<file path="config.mk">
export PLATFORM = sky130hd
export DESIGN_NAME = fault_report_unit
export DESIGN_NICKNAME = d
export VERILOG_FILES = /design/src/rtl/fault_rpt_pkg.sv /design/src/rtl/fr_run_counter.sv /design/src/rtl/fr_class_latch.sv /design/src/rtl/fault_report_unit.sv
export SDC_FILE = /design/constraint.sdc
export NUM_CORES = 1
export LEC_CHECK = 0
export ABC_AREA = 0
export BUFFER_PORTS_ARGS = -buffer_cell sky130_fd_sc_hd__buf_2
export CORE_MARGIN = 2
export CORE_UTILIZATION = 45
export CTS_CLUSTER_DIAMETER = 120
export DETAILED_ROUTE_END_ITERATION = 10
export PLACE_DENSITY = 0.68
export SLEW_MARGIN = 0
export SYNTH_ARGS = -nofsm -noshare
export SYNTH_HDL_FRONTEND = slang
export SYNTH_SLANG_ARGS = --single-unit
export TNS_END_PERCENT = 50
</file>
<file path="constraint.sdc">
create_clock -name clk -period 4.4 [get_ports clk]
set_input_delay 0.22 -clock clk [delete_from_list [all_inputs] [get_ports clk]]
set_output_delay 0.22 -clock clk [all_outputs]
set_load 0.02 [all_outputs]
</file>
<file path="src/rtl/fault_rpt_pkg.sv">
package fault_rpt_pkg;

    localparam int NCLS = 5;

    typedef enum int unsigned {
        CLS_CLIM  = 0,
        CLS_OLON  = 1,
        CLS_OLOFF = 2,
        CLS_TSD   = 3,
        CLS_TSW   = 4
    } fault_cls_e;

    typedef logic [NCLS-1:0] cls_vec_t;

    typedef struct packed {
        logic cmd;
        logic climit;
        logic ol_on;
        logic ol_off;
        logic tsd;
        logic tsw;
    } sense_t;

    function automatic int cnt_width(input int limit);
        return (limit < 1) ? 1 : $clog2(limit + 1);
    endfunction

endpackage

</file>
<file path="src/rtl/fr_run_counter.sv">
module fr_run_counter #(
    parameter int LIMIT = 15
) (
    input  logic clk,
    input  logic rst,
    input  logic flush,
    input  logic run,
    output logic reached
);
    import fault_rpt_pkg::*;

    localparam int             W     = cnt_width(LIMIT);
    localparam logic [W-1:0]   LIM_V = W'(LIMIT);

    logic [W-1:0] cnt;

    always_ff @(posedge clk) begin
        if (rst || flush || !run)
            cnt <= '0;
        else if (cnt != LIM_V)
            cnt <= cnt + 1'b1;
    end

    assign reached = run && (cnt == LIM_V);
endmodule

</file>
<file path="src/rtl/fr_class_latch.sv">
module fr_class_latch (
    input  logic clk,
    input  logic rst,
    input  logic enable,
    input  logic set,
    input  logic clr,
    output logic q
);
    always_ff @(posedge clk) begin
        if (rst || !enable)
            q <= 1'b0;
        else if (set)
            q <= 1'b1;
        else if (clr)
            q <= 1'b0;
    end
endmodule

</file>
<file path="src/rtl/fault_report_unit.sv">
module fault_report_unit #(
    parameter int DEGLITCH_TICKS = 15000,
    parameter int HOLD_TICKS     = 425000
) (
    input  logic clk,
    input  logic rst,
    input  logic diag_en,
    input  logic cmd,
    input  logic climit_req,
    input  logic ol_on_cmp,
    input  logic ol_off_cmp,
    input  logic tsd_flag,
    input  logic tsw_flag,
    output logic fault_n
);
    import fault_rpt_pkg::*;

    sense_t   sn;
    cls_vec_t set_v, clr_v, lat_q;
    logic     cmd_q, cmd_rise, hold_exp, olon_ok, oloff_ok;

    assign sn = '{cmd: cmd, climit: climit_req, ol_on: ol_on_cmp,
                  ol_off: ol_off_cmp, tsd: tsd_flag, tsw: tsw_flag};

    always_ff @(posedge clk) begin
        if (rst) cmd_q <= 1'b0;
        else     cmd_q <= sn.cmd;
    end
    assign cmd_rise = sn.cmd && !cmd_q;

    // command-low duration for report holding
    fr_run_counter #(.LIMIT(HOLD_TICKS)) u_hold (
        .clk(clk), .rst(rst), .flush(1'b0),
        .run(!sn.cmd), .reached(hold_exp)
    );

    // open-load qualification in both output states
    fr_run_counter #(.LIMIT(DEGLITCH_TICKS)) u_dg_on (
        .clk(clk), .rst(rst), .flush(!diag_en),
        .run(sn.cmd && sn.ol_on), .reached(olon_ok)
    );
    fr_run_counter #(.LIMIT(DEGLITCH_TICKS)) u_dg_off (
        .clk(clk), .rst(rst), .flush(!diag_en),
        .run(!sn.cmd && sn.ol_off), .reached(oloff_ok)
    );

    always_comb begin
        set_v = '0;
        clr_v = '0;
        set_v[CLS_CLIM]  = sn.cmd && sn.climit;
        clr_v[CLS_CLIM]  = (sn.cmd && !sn.climit) || hold_exp;
        set_v[CLS_OLON]  = olon_ok;
        clr_v[CLS_OLON]  = (sn.cmd && !sn.ol_on) || hold_exp;
        set_v[CLS_OLOFF] = oloff_ok;
        clr_v[CLS_OLOFF] = cmd_rise || (!sn.cmd && !sn.ol_off);
        set_v[CLS_TSD]   = sn.cmd && sn.tsd;
        clr_v[CLS_TSD]   = !sn.tsd || hold_exp;
        set_v[CLS_TSW]   = sn.cmd && sn.tsw;
        clr_v[CLS_TSW]   = !sn.tsw || hold_exp;
    end

    for (genvar i = 0; i < NCLS; i++) begin : g_cls
        fr_class_latch u_lat (
            .clk(clk), .rst(rst), .enable(diag_en),
            .set(set_v[i]), .clr(clr_v[i]), .q(lat_q[i])
        );
    end

    assign fault_n = !(diag_en && (|lat_q));
endmodule

</file>
Word level (Yosys, flattened, before mapping)
Cells that the tools add are included.
{ "op_classes": {"n_eq_ne": 6, "add_sub_neg": 3, "muxes": 10, "reduce_logical": 39} }
{ "op_table": {"columns": ["cell", "n"], "rows": [
  ["$add A14 B1 Y14 const B", 2],
  ["$eq A14 B14 Y1 const B", 2],
  ["$ne A14 B14 Y1 const B", 2],
  ["$add A19 B1 Y19 const B", 1],
  ["$eq A19 B19 Y1 const B", 1],
  ["$ne A19 B19 Y1 const B", 1],
  ["$logic_and A1 B1 Y1", 13],
  ["$logic_not A1 Y1", 11],
  ["$mux W1", 10],
  ["$reduce_bool A2 Y1", 5],
  ["$logic_or A1 B1 Y1", 9],
  ["$reduce_or A5 Y1", 1]
]} }
{ "word_totals": {"regBits": 53, "in_bits": 9, "output_inout_bits": 1, "word_cells": 67} }

Depth between registers and ports, before layout
{ "logic_depth": {"depth_word": 5, "mapped_depth": 6, "ltp_nobuf": 6} }

Modules after synthesis
Synthesis repeated with hierarchy kept, for this count alone.
{ "unflattened": {"hier_cells": 324, "area_unflattened_um2": 2737.6} }
{ "modules_own_cells": {"columns": ["module", "cells_per_inst", "instances", "area_per_inst_um2", "seq_area_each_um2"], "rows": [
  ["fr_run_counter at u_dg_off ...", 86, 2, 737.0, 280.3],
  ["fr_run_counter at u_hold", 114, 1, 950.9, 380.4],
  ["fr_class_latch", 4, 5, 40.0, 20.0],
  ["fault_report_unit", 18, 1, 112.6, 20.0]
]} }

Worst setup path before layout
No wires, ideal clock.
{ "synth_timing": {"path_type": "flip-flop to flip-flop", "startpoint": "register u_dg_on.cnt[0]", "endpoint": "register u_dg_on.cnt[1]", "t_required_ps": 4272, "setup_slack_ps": 2533, "synth_period_minus_slack_ps": 1867, "path_buffers": 0, "setup_time_ps": 128, "stages_incl_launch_ff": 7, "arrival_ps": 1740, "path_cell_list": "dfxtp_1 inv_1 ha_1 or4b_2 nor4_4 mux2i_1 nor2_1"} }
{ "synth_via": {"elab_chain_cells": 1, "word_cells_on_any_way": 2, "cone_classes": "add/sub (1); eq/ne (1)"} }
{ "synth_rtl": {"columns": ["item", "line_no", "rtl"], "rows": [
  ["start: declaration", "fr_run_counter.sv:15", "logic [W-1:0] cnt;"],
  ["start signal: assignment", "fr_run_counter.sv:21", "cnt <= cnt + 1'b1;"],
  ["$add A14 B1 Y14 or $ne A14 B14 Y1 (tied branches)", "fr_run_counter.sv:21, fr_run_counter.sv:20", null]
]} }
Parallel ways exist; a longest one is shown, timed or not.
A chain may end at the register's enable or synchronous reset.

Worst setup path in the final report
{ "layout_timing": {"startpoint": "register u_hold.cnt[1]", "endpoint": "register u_hold.cnt[18]"} }
{ "layout_via": {"elab_chain_cells": 1, "word_cells_on_any_way": 2, "cone_classes": "add/sub (1); eq/ne (1)"} }
{ "layout_rtl": {"columns": ["item", "line_no"], "rows": [
  ["start: declaration", "fr_run_counter.sv:15"],
  ["start signal: assignment", "fr_run_counter.sv:21"],
  ["$add A19 B1 Y19 or $ne A19 B19 Y1 (tied branches)", "fr_run_counter.sv:21, fr_run_counter.sv:20"]
]} }
Parallel ways exist; a longest one is shown, timed or not.

==> summary.txt <==
I/O pins = 10
Clock Tree Root = clkbuf_8
Met1 Track Usage GR = 23.6%
Overflow after GRT = 0
Setup total negative slack = 0 ns
Yosys reg bits = 53
Setup violators final = 0
Vias = 2066
Initial antenna violation count = 0
Clock insertion delay at the later pin of the skew report = 0.31 ns
Worst Path Required = 4.64 ns
HP Start = rst
Yosys warning count = 0
Crit path DAT = 2.29 ns
Synth-to-layout area growth = 7.85%
Clock sink count = 53
Clock-pin slew on the worst setup and hold paths = 0.10 ns
Final #Nets = 319
Ys async rst share = 0%
Die H = 78.8 um
Synth Area in Compound Gates = 10.2%
I/O Buffers = 9
Cells resized by post-CTS repair = 0
Fraction of layout cells with a size suffix above 1 = 9.18%
Yosys top cell area share = 42.1%
CTS buffer count = 5
Final Hold Slack = 0.114 ns
CTS Hold Buffers Added = 0
Final Hold Violating Endpoints = 0
Reg2reg start = u_hold.cnt[1]$_SDFFE_PP0P_
Power Density = 288 nW/um2
Global-route track usage on met3 = 4.89%
Core area = 5470 um2
Simple-gate area share of the yosys netlist = 31.6%
Total routed wirelength = 4820 um
Period utilisation layout = 46.5%
Adder-cell area share of the yosys netlist = 2.98%
DRC = 0
Worst-case clock buffer depth = 2
Slew @ Worst Pin = 0.594 ns
DRT iter0 DRCs = 73
Cell count after synthesis = 294
Fin crit period = 2.05 ns
Post-CTS Setup Inserts = 0
TritonCTS clock tree = yes
First-pass GRT wire length = 8560 um
# Max-Cap Violations = 0
Gr usage total = 17.2%
Grt met2 use = 26.1%
Die area = 6210 um2
Largest net degree at the start of global routing = 19
Worst-path fanout max = 7
Hold Crit Class = in -> reg
Area leader, netlist = dfxtp_1
Flop-to-flop setup slack = 2.35 ns
# H-tree levels = 2
EDFF count, synth = 0
Final Util = 49.7%
Drt first pass iters = 4
Syn Std Cell Area = 2520 um2
Via/cell ratio = 5.48
Dpl hpwl = 3410 um
Post-DRT Antenna Nets = 0
N_diodes = 0
Status = finished, final reports clean
Syn Nets = 309
Drt wl/cell = 12.8 um
Max-slew violations = 0
Crit path from = u_hold.cnt[1]$_SDFFE_PP0P_
Die X = 78.8 um
Crit path capture type = flop
F_max = 489 MHz
Slew headroom = 60.3%
Leakage = 0.816 nW
Vias in the first global route = 1922
Syn avg cell area = 8.57 um2
RSZ-0062 raised after global routing = no
Synth Area in XOR/XNOR = 9.04%
Worst Skew = 0.0115 ns
Main flop type after synthesis = dfxtp_1
Busiest grt layer = met2
Initial Utilization = 46.0%
Std cell rows = 27
GPL Wtd Cong = 0.800
Mux cell area share after synthesis = 0.794%
Critical path launch point type = flop
Combinational family with the most area after synthesis = simple AND/OR/NAND/NOR gates
Seq/Total Area, Yosys = 42.1%
Setup Crit Path Kind = reg -> reg
Number of library cell types mapped by synthesis = 42
Largest cells by area after synthesis = dfxtp_1 (42%), nor2_1 (4.9%), a21oi_1 (4.8%)
Worst VDD drop = 0.151 mV
-- synthesized netlist by cell type, types with 5 or more instances --
cell,count
dfxtp_1,53
nor2_1,33
a21oi_1,24
nand2_1,20
nand3_1,17
inv_1,16
xnor2_1,13
xor2_1,13
nand4_1,12
o21ai_0,12
nor3_1,7
or3_1,7
ha_1,6
nor4_1,6
or4_1,6
and3_1,5
-- flip-flops by register name, indices dropped and copies added (netlist names) --
| signal | flops |
|---|---|
| u_hold.cnt | 19 |
| u_dg_on.cnt | 14 |
| u_dg_off.cnt | 14 |
| g_cls.u_lat.q | 5 |
| cmd_q | 1 |
-- power by group --
| group | internal [mW] | switching [mW] | total (mW) |
|---|---|---|---|
| combinational | 0.00773 | 0.0147 | 0.0224 |
| sequential | 0.482 | 0.00209 | 0.484 |
| clock | 0.114 | 0.162 | 0.276 |
| total | 0.603 | 0.179 | 0.782 |
-- through the flow --
step | instance area, um2 | power [mW] | worst slack, ns | instances
final | 2720 | 0.782 | 2.35 | 377
after global routing | 2720 | 0.816 | 2.10 | 377
after CTS | 2720 | 0.792 | 2.35 | 377
after detailed placement | 2630 | 0.518 | 2.37 | 369
after global placement | 2630 | 0.518 | 2.45 | 369
after floorplan | 2520 | 0.508 | 2.53 | 294
-- path summary, 6_finish.rpt --
path,cells past startpoint,end
setup reg to reg,5,u_hold.cnt[18]$_SDFFE_PP0P_
hold reg to reg,2,g_cls[2].u_lat.q$_SDFFE_PP0P_
setup / recovery,5,u_hold.cnt[18]$_SDFFE_PP0P_
hold / removal,2,cmd_q$_SDFF_PP0_
-- worst max-delay path: stages (launching register included) --
cell and delay (ns):
dfxtp_1 0.40, ha_1 0.22, nand4_1 0.27, or4_1 0.63
or3_1 0.32, a21oi_1 0.13
-- cell usage in the layout (no fill, tap or decap), types with 3 or more instances in the layout --
cell / Yosys / final
dfxtp_1: 53 / 53
nor2_1: 33 / 33
a21oi_1: 24 / 24
nand2_1: 20 / 20
nand3_1: 17 / 17
inv_1: 16 / 16
xor2_1: 13 / 13
xnor2_1: 13 / 13
o21ai_0: 12 / 12
nand4_1: 12 / 12
buf_2: 1 / 9
nor3_1: 7 / 7
or3_1: 7 / 7
or4_1: 6 / 6
nor4_1: 6 / 6
ha_1: 6 / 6
and3_1: 5 / 5
clkbuf_8: 0 / 5
nand2b_1: 4 / 4
o31ai_1: 3 / 3
-- cell families after synthesis --
| group | count (synthesis) |
|---|---|
| AO/OA/AOI/OAI | 45 |
| adder cells (fa/ha/maj) | 6 |
| XOR/XNOR | 26 |
| buffers and inverters | 22 |
| flip-flops | 53 |
| multiplexers | 2 |
| AND/OR/NAND/NOR | 140 |
-- layout make-up --
class	instances	area, um2
fill	552	2760
multi-input combinational	219	1380
sequential	53	1060
tap	72	90.1
clock buffer	6	72.6
inverter	16	60.1
timing repair buffer	9	45.0
clock inverter	2	13.8
-- per-layer routing --
layer  routed length, um  vias to the layer above
met5                   0                        -
met4                  79                        0
met3                 177                        8
met2                2120                       30
met1                2450                      957
li1                    -                     1071
(Power assumes the default switching activity.)
